**src/rtl/wdog_pkg.sv**
```systemverilog
package wdog_pkg;
  typedef enum logic [1:0] {
    ACT_NONE  = 2'd0,
    ACT_RESET = 2'd1,
    ACT_NMI   = 2'd2,
    ACT_IRQ   = 2'd3
  } wdog_act_e;

  localparam int OFS_CTRL  = 0;
  localparam int OFS_LOAD  = 1;
  localparam int OFS_KICK  = 2;
  localparam int OFS_COUNT = 3;

  localparam int BIT_EN     = 0;
  localparam int BIT_ACT_LO = 1;
  localparam int BIT_EXP    = 8;
  localparam int BIT_SRC    = 9;
endpackage

```
**src/rtl/wdog_regs.sv**
```systemverilog
module wdog_regs
  import wdog_pkg::*;
#(
  parameter int DATA_W = 32,
  parameter int ADDR_W = 3,
  parameter int CNT_W  = 32
) (
  input  logic              clk,
  input  logic              rst,
  input  logic              wr_en,
  input  logic              rd_en,
  input  logic [ADDR_W-1:0] addr,
  input  logic [DATA_W-1:0] wdata,
  input  logic [CNT_W-1:0]  cnt,
  input  logic              exp_flag,
  input  logic              src_flag,
  output logic              en,
  output wdog_act_e         act,
  output logic [CNT_W-1:0]  load_val,
  output logic              load_wr,
  output logic              kick,
  output logic              exp_clr,
  output logic              src_clr,
  output logic [DATA_W-1:0] rdata
);
  logic sel_ctrl, sel_load, sel_kick, sel_cnt;
  logic [DATA_W-1:0] ctrl_view;
  logic [DATA_W-1:0] rd_mux;

  assign sel_ctrl = (addr == ADDR_W'(OFS_CTRL));
  assign sel_load = (addr == ADDR_W'(OFS_LOAD));
  assign sel_kick = (addr == ADDR_W'(OFS_KICK));
  assign sel_cnt  = (addr == ADDR_W'(OFS_COUNT));

  assign load_wr = wr_en && sel_load && !rst;
  assign kick    = wr_en && sel_kick && !rst;
  assign exp_clr = wr_en && sel_ctrl && wdata[BIT_EXP];
  assign src_clr = wr_en && sel_ctrl && wdata[BIT_SRC];

  always_ff @(posedge clk) begin
    if (rst) begin
      en       <= 1'b0;
      act      <= ACT_NONE;
      load_val <= '0;
    end else if (wr_en) begin
      if (sel_ctrl) begin
        en  <= wdata[BIT_EN];
        act <= wdog_act_e'(wdata[BIT_ACT_LO +: 2]);
      end
      if (sel_load) load_val <= wdata[CNT_W-1:0];
    end
  end

  always_comb begin
    ctrl_view = '0;
    ctrl_view[BIT_EN]          = en;
    ctrl_view[BIT_ACT_LO +: 2] = act;
    ctrl_view[BIT_EXP]         = exp_flag;
    ctrl_view[BIT_SRC]         = src_flag;
  end

  always_comb begin
    rd_mux = '0;
    if (sel_ctrl)     rd_mux = ctrl_view;
    else if (sel_cnt) rd_mux = DATA_W'(cnt);
  end

  always_ff @(posedge clk) begin
    if (rst)        rdata <= '0;
    else if (rd_en) rdata <= rd_mux;
  end

  p_rdata_hold_r9: assert property (@(posedge clk) disable iff (rst)
    !rd_en |=> $stable(rdata));
endmodule

```
**src/rtl/wdog_counter.sv**
```systemverilog
module wdog_counter #(
  parameter int CNT_W = 32
) (
  input  logic             clk,
  input  logic             rst,
  input  logic             en,
  input  logic             load_wr,
  input  logic [CNT_W-1:0] load_data,
  input  logic             kick,
  input  logic [CNT_W-1:0] load_val,
  output logic [CNT_W-1:0] cnt,
  output logic             expire
);
  localparam logic [CNT_W-1:0] ONE = CNT_W'(1);

  logic busy;
  assign busy   = load_wr || kick;
  assign expire = !rst && en && !busy && (cnt == ONE);

  always_ff @(posedge clk) begin
    if (rst)                     cnt <= '0;
    else if (load_wr)            cnt <= load_data;
    else if (kick)               cnt <= load_val;
    else if (en && cnt != '0)    cnt <= cnt - ONE;
  end

  p_dec_r1: assert property (@(posedge clk) disable iff (rst)
    (en && !busy && cnt > ONE) |=> (cnt == $past(cnt) - ONE));
  p_hold_zero_r2: assert property (@(posedge clk) disable iff (rst)
    (!busy && cnt == '0) |=> (cnt == '0));
  p_kick_reload_r4: assert property (@(posedge clk) disable iff (rst)
    kick |=> (cnt == $past(load_val)));
  p_freeze_r5: assert property (@(posedge clk) disable iff (rst)
    (!en && !busy) |=> $stable(cnt));
endmodule

```
**src/rtl/wdog_action.sv**
```systemverilog
module wdog_action
  import wdog_pkg::*;
#(
  parameter int RST_PULSE = 4
) (
  input  logic      clk,
  input  logic      rst,
  input  logic      por,
  input  logic      expire,
  input  wdog_act_e act,
  input  logic      exp_clr,
  input  logic      src_clr,
  output logic      exp_flag,
  output logic      src_flag,
  output logic      rst_req,
  output logic      nmi,
  output logic      irq
);
  localparam int PULSE_W = $clog2(RST_PULSE + 1);

  wdog_act_e          exp_act;
  logic               fire_rst;
  logic [PULSE_W-1:0] pcnt;
  logic [PULSE_W:0]   hi_len;

  assign fire_rst = expire && (act == ACT_RESET);

  // System-reset domain: expired flag and interrupt lines.
  always_ff @(posedge clk) begin
    if (rst) begin
      exp_flag <= 1'b0;
      exp_act  <= ACT_NONE;
      nmi      <= 1'b0;
      irq      <= 1'b0;
    end else begin
      if (expire) begin
        exp_flag <= 1'b1;
        exp_act  <= act;
      end else if (exp_clr) begin
        exp_flag <= 1'b0;
      end
      nmi <= exp_flag && (exp_act == ACT_NMI);
      irq <= exp_flag && (exp_act == ACT_IRQ);
    end
  end

  // Power-on domain: the reset pulse and the source flag outlive rst.
  always_ff @(posedge clk) begin
    if (por) begin
      src_flag <= 1'b0;
      rst_req  <= 1'b0;
      pcnt     <= '0;
    end else begin
      if (fire_rst) begin
        rst_req <= 1'b1;
        pcnt    <= PULSE_W'(RST_PULSE - 1);
      end else if (pcnt != '0) begin
        pcnt <= pcnt - 1'b1;
      end else begin
        rst_req <= 1'b0;
      end
      if (fire_rst)     src_flag <= 1'b1;
      else if (src_clr) src_flag <= 1'b0;
    end
  end

  always_ff @(posedge clk) begin
    if (por)          hi_len <= '0;
    else if (rst_req) hi_len <= hi_len + 1'b1;
    else              hi_len <= '0;
  end

  p_pulse_len_r6: assert property (@(posedge clk) disable iff (por)
    rst_req |-> (hi_len < (PULSE_W+1)'(RST_PULSE)));
  p_src_with_pulse_r7: assert property (@(posedge clk) disable iff (por)
    $rose(src_flag) |-> $rose(rst_req));
  p_one_line_r3: assert property (@(posedge clk) disable iff (rst)
    $onehot0({nmi, irq}));
  p_nmi_needs_flag_r3: assert property (@(posedge clk) disable iff (rst)
    nmi |-> $past(exp_flag));
endmodule

```
**src/rtl/wdog_top.sv**
```systemverilog
module wdog_top
  import wdog_pkg::*;
#(
  parameter int DATA_W    = 32,
  parameter int ADDR_W    = 3,
  parameter int CNT_W     = 32,
  parameter int RST_PULSE = 4
) (
  input  logic              clk,
  input  logic              por_i,
  input  logic              rst_i,
  input  logic              bus_wr_i,
  input  logic              bus_rd_i,
  input  logic [ADDR_W-1:0] bus_addr_i,
  input  logic [DATA_W-1:0] bus_wdata_i,
  output logic [DATA_W-1:0] bus_rdata_o,
  output logic              rst_req_o,
  output logic              nmi_o,
  output logic              irq_o
);
  logic             sys_rst;
  logic             en, load_wr, kick, exp_clr, src_clr;
  logic             exp_flag, src_flag, expire;
  wdog_act_e        act;
  logic [CNT_W-1:0] load_val, cnt;

  assign sys_rst = rst_i || por_i;

  wdog_regs #(.DATA_W(DATA_W), .ADDR_W(ADDR_W), .CNT_W(CNT_W)) u_regs (
    .clk(clk), .rst(sys_rst), .wr_en(bus_wr_i), .rd_en(bus_rd_i),
    .addr(bus_addr_i), .wdata(bus_wdata_i), .cnt(cnt),
    .exp_flag(exp_flag), .src_flag(src_flag), .en(en), .act(act),
    .load_val(load_val), .load_wr(load_wr), .kick(kick),
    .exp_clr(exp_clr), .src_clr(src_clr), .rdata(bus_rdata_o)
  );

  wdog_counter #(.CNT_W(CNT_W)) u_counter (
    .clk(clk), .rst(sys_rst), .en(en), .load_wr(load_wr),
    .load_data(bus_wdata_i[CNT_W-1:0]), .kick(kick), .load_val(load_val),
    .cnt(cnt), .expire(expire)
  );

  wdog_action #(.RST_PULSE(RST_PULSE)) u_action (
    .clk(clk), .rst(sys_rst), .por(por_i), .expire(expire), .act(act),
    .exp_clr(exp_clr), .src_clr(src_clr), .exp_flag(exp_flag),
    .src_flag(src_flag), .rst_req(rst_req_o), .nmi(nmi_o), .irq(irq_o)
  );
endmodule

```
**config.mk**
```make
export PLATFORM = sky130hd
export DESIGN_NAME = wdog_top
export DESIGN_NICKNAME = d
export VERILOG_FILES = /design/src/rtl/wdog_pkg.sv /design/src/rtl/wdog_regs.sv /design/src/rtl/wdog_counter.sv /design/src/rtl/wdog_action.sv /design/src/rtl/wdog_top.sv
export SDC_FILE = /design/constraint.sdc
export NUM_CORES = 1
export LEC_CHECK = 0
export ABC_AREA = 1
export BUFFER_PORTS_ARGS = -buffer_cell sky130_fd_sc_hd__buf_4
export CAP_MARGIN = 20
export CORE_ASPECT_RATIO = 0.8
export CORE_MARGIN = 4
export CORE_UTILIZATION = 58
export CTS_CLUSTER_DIAMETER = 30
export DETAILED_ROUTE_END_ITERATION = 8
export HOLD_SLACK_MARGIN = 0.08
export PLACE_DENSITY_LB_ADDON = 0.3
export SYNTH_ARGS = -nofsm -noshare
export SYNTH_HDL_FRONTEND = slang
export SYNTH_HIERARCHICAL = 1
export SYNTH_SLANG_ARGS = --single-unit
```
**constraint.sdc**
```tcl
create_clock -name clk -period 3.4 [get_ports clk]
set_clock_uncertainty 0.1 [all_clocks]
set_input_delay 0 -clock clk [delete_from_list [all_inputs] [get_ports clk]]
set_output_delay 0 -clock clk [all_outputs]
set_load 0.02 [all_outputs]
```
==> results.txt <==
----------------------------------------------------
[Setup path]
  Critical path depth ... 10
  CP max-delay cell ... sky130_fd_sc_hd__o21ai_4
  Setup CP Type ... flop to flop
  Critical Path, Cell by Cell ... inv_1 -> ha_1 -> nand2_4 -> nor2_4 -> nand2_2 -> o21ai_4 -> nand2_4 -> inv_2 -> nand2_1 -> a21oi_1
  Max Fanout on Critical Path ... between 40 and 50
  Worst setup SP type ... flop
  Largest incremental delay on the critical path ... 0.43 ns
  Data required, critical path ... ~3.6 ns
  Worst r2r src ... u_counter/cnt[0]
  End of the worst register-to-register path ... u_counter/cnt[19]
  Beginning of the critical path ... u_counter/cnt[0]
  Category of cells accounting for the largest share of critical-path delay ... simple AND/OR/NAND/NOR gates
  Sort of element at the end of the critical path ... flop
  Worst path most repeated cell ... sky130_fd_sc_hd__nand2_4
  Register-to-register setup slack ... about 0.74 ns
  Logic depth of the worst register-to-register path ... 10
  Worst Path Arrival ... 2.85 ns
  Buffers and inverters on the worst path ... 2
  Worst setup endpoint ... u_counter/cnt[19]

[Synthesis]
  Count of flip-flops with a built-in enable after synthesis ... 0
  Fraction of registers with async set or reset after synthesis ... 0%
  Post-synthesis average cell area ... between 6 and 7 um^2
  Sequential-to-total area share from yosys stat ... 36.5%
  Synthesized instance count ... 911
  Count of synthesis-stage warnings from yosys ... 6
  Register bit count reported by yosys ... 109
  Count of distinct cell types in the synthesized netlist ... 39
  Primary flip-flop cell chosen by synthesis mapping ... sky130_fd_sc_hd__dfxtp_1
  Post-synthesis instance area ... 0.00598 mm^2
  Mapped Nets ... around 960

[CTS]
  Root cell of the clock tree ... sky130_fd_sc_hd__clkbuf_16
  Buffer levels on the longest clock path ... 2
  CTS tree ... built
  Worst skew pair latency ... 0.35 ns
  Number of clock buffers inserted by TritonCTS ... 9
  CTS clock-pin slew for the worst setup and hold paths ... 0.07 ns
  # resized after CTS ... 0
  H-tree Lvls ... 3
  Count of clock tree sinks ... between 100 and 150

[Route]
  DR vias ... 6481
  Number of detailed-routing iterations run before antenna repair ... 5
  Number of design-rule violations left by the first detailed-router iteration ... 686
  Final antenna-violating net count ... 0
  Average wire per standard cell ... between 15 and 20 um
  Number of vias per cell after detailed routing ... 5.70
  Drt drc ... 0
  Total Wirelength ... roughly 18000 um

[Worst hold path]
  HP Class ... input port to flop

[Timing]
  Setup TNS Final ... 0 ns
  Maximum operating frequency ... 376 MHz
  Finish-stage setup viols ... 0
  Slew at the pin closest to its max-slew limit ... between 0.9 and 1 ns
  Fin crit period ... around 2.7 ns
  Final-layout worst hold slack ... 0.281 ns
  Final count of hold timing violations ... 0
  Number of slew-limit violations in the final report ... 0
  Relative slew margins ... 33.4%
  Setup repair after global routing missed its margin ... no
  Share of the clock period used by the worst path ... 78.3%

[Floorplanning]
  DIE WIDTH ... 122 um
  I/O pins ... 75
  Placement row count ... 32
  Initial standard-cell utilization of the core ... between 60% and 70%
  Core area ... 0.00985 mm^2
  Die boundary height ... around 100 um
  Die area ... 0.0120 mm^2

[Placed design]
  RePlAce Congestion ... 0.999
  Post-placement cell area ... 0.00650 mm^2
  Number of buffer cells added on primary ports ... 74
  Detailed Place HPWL ... 11300 um

[Finish]
  NumNets Final ... roughly 1000
  Seq. cell area ... approximately 0.0022 mm^2
  Fill cell instance count of the final layout ... roughly 850
  Fin area ... 0.00726 mm^2
  Area added between synthesis and finish ... 21.4%
  N_diodes ... 0
  Share of layout cells above drive strength 1 ... about an eighth
  Area of the multi-input gates ... approximately 0.0033 mm^2

[Global routing]
  Wire length of the first global-routing pass ... 28600 um
  Via count of the first global-routing pass ... 5689
  Initial antenna violation count ... 0
  Global-route total usage across every layer ... 29.2%
  Largest net degree at the start of global routing ... between 60 and 70
  Final global-route overflow total ... 0

[Run]
  Max-cap violation count ... 0

[Run status]
  Status ... finished, final reports clean

[Power and ir drop]
  Worst IR Drop VDD ... 0.000324 V
  Final Total Pwr ... approximately 3000 uW
  Power Dens Cells ... 413 mW/mm^2
  LEAKAGE ... 0.00334 uW

----------------------------------------------------
## cells in the mapped netlist, types with 3 or more instances
library cell               number  area [um^2]
sky130_fd_sc_hd__nand4_1        8         50.1
sky130_fd_sc_hd__nor2_4         6         67.6
sky130_fd_sc_hd__buf_1          6         22.5
sky130_fd_sc_hd__nand2_1      170          638
sky130_fd_sc_hd__ha_1           4         50.1
sky130_fd_sc_hd__o221ai_1       3         26.3
sky130_fd_sc_hd__buf_6          8         90.1
sky130_fd_sc_hd__buf_2         12         60.1
sky130_fd_sc_hd__xor2_1         6         52.6
sky130_fd_sc_hd__a21oi_1       63          315
sky130_fd_sc_hd__inv_1         53          199
sky130_fd_sc_hd__o21ai_1       33          165
sky130_fd_sc_hd__or2_2          4         25.0
sky130_fd_sc_hd__nand3_1       79          395
sky130_fd_sc_hd__o21ai_0       45          225
sky130_fd_sc_hd__nor2_2         4         25.0
sky130_fd_sc_hd__clkbuf_1      26         97.6
sky130_fd_sc_hd__nor2_1       201          754
sky130_fd_sc_hd__or2_0          3         18.8
sky130_fd_sc_hd__a22oi_1       13         97.6
sky130_fd_sc_hd__dfxtp_1      109         2180
sky130_fd_sc_hd__nand3b_1      33          248
## sequential cells by signal (all words and copies together) (netlist names)
register	cells
u_action/rst_req	1
u_action/exp_act	2
u_action/pcnt	3
u_regs/en	1
u_regs/act	2
u_action/irq	1
u_regs/load_val	32
u_action/exp_flag	1
u_action/src_flag	1
u_counter/cnt	32
u_regs/rdata	32
u_action/nmi	1
## cells in the final DEF, fill, tap and decap left out, drive strengths merged, types with 3 or more instances in the layout
cell type,count
dlygate4sd3,45
nand3,81
nor2,211
clkbuf,10
xor2,6
nand4,8
buf,84
dfxtp,109
o21ai,79
o221ai,3
a22oi,13
nand3b,33
inv,58
nand2,174
ha,4
clkinv,4
a21oi,63
or2,7
## per-layer routing
metal	up-vias	wire, um	track usage (%)
met5	-	0	0
li1	3140	-	-
met1	2950	8130	44.6
met2	360	7160	40.0
met3	31	1880	7.57
met4	0	341	8.70
## cell families after synthesis
group	count (synthesis)	synth area share, %
fa+ha+maj	4	0.837
buf+inv	111	8.39
compound gates	163	14.7
flops	109	36.5
simple gates	517	38.5
xor+xnor	7	1.03
## through the flow
stage               instances  utilization [%]  setup WS [ns]
floorplan                 911                -           1.03
global placement         1077             66.0          0.921
detailed placement       1077             66.0          0.824
CTS                      1138             73.7          0.808
global route             1138             73.7          0.589
finish                   1138             73.7          0.738
## power breakdown
| part | internal (uW) | leakage, uW | switching (uW) | total (uW) |
|---|---|---|---|---|
| sequential | 1310 | 0.000883 | 24.5 | 1340 |
| clock | 599 | 0.000153 | 495 | 1090 |
| combinational | 225 | 0.00230 | 344 | 569 |
| total | 2140 | 0.00334 | 864 | 3000 |
## worst min-delay path: stages
cell,delay (ns)
sky130_fd_sc_hd__dlygate4sd3_1,0.53
sky130_fd_sc_hd__buf_4,0.13
sky130_fd_sc_hd__a21oi_1,0.04
## what timing repair did
item | 4_1_cts | 5_1_grt
hold buffers | 45 | 0
setup endpoints to repair | 0 | 0
endpoints found under the hold margin | 106 | 0
buffers inserted | 0 | 0
## cell type report
type,instances,area share (%)
Inverter,57,2.98
Multi-Input combinational cell,691,45.5
Clock buffer,10,3.29
Sequential cell,109,30.0
Timing Repair Buffer,129,14.9
Clock inverter,6,0.965
Tap cell,136,2.34
## how the worst min path moves through the flow
stage,from,endpoint,slack [ns],cells past startpoint
after floorplan,por_i,u_action/rst_req,-0.03,1
after global placement,por_i,u_action/rst_req,0.09,2
after detailed placement,por_i,u_action/rst_req,0.09,2
after CTS,por_i,u_action/rst_req,0.27,3
after global routing,por_i,u_action/src_flag,0.29,3
final,por_i,u_action/rst_req,0.28,3
Note: power is estimated with default switching activity, not from simulation.
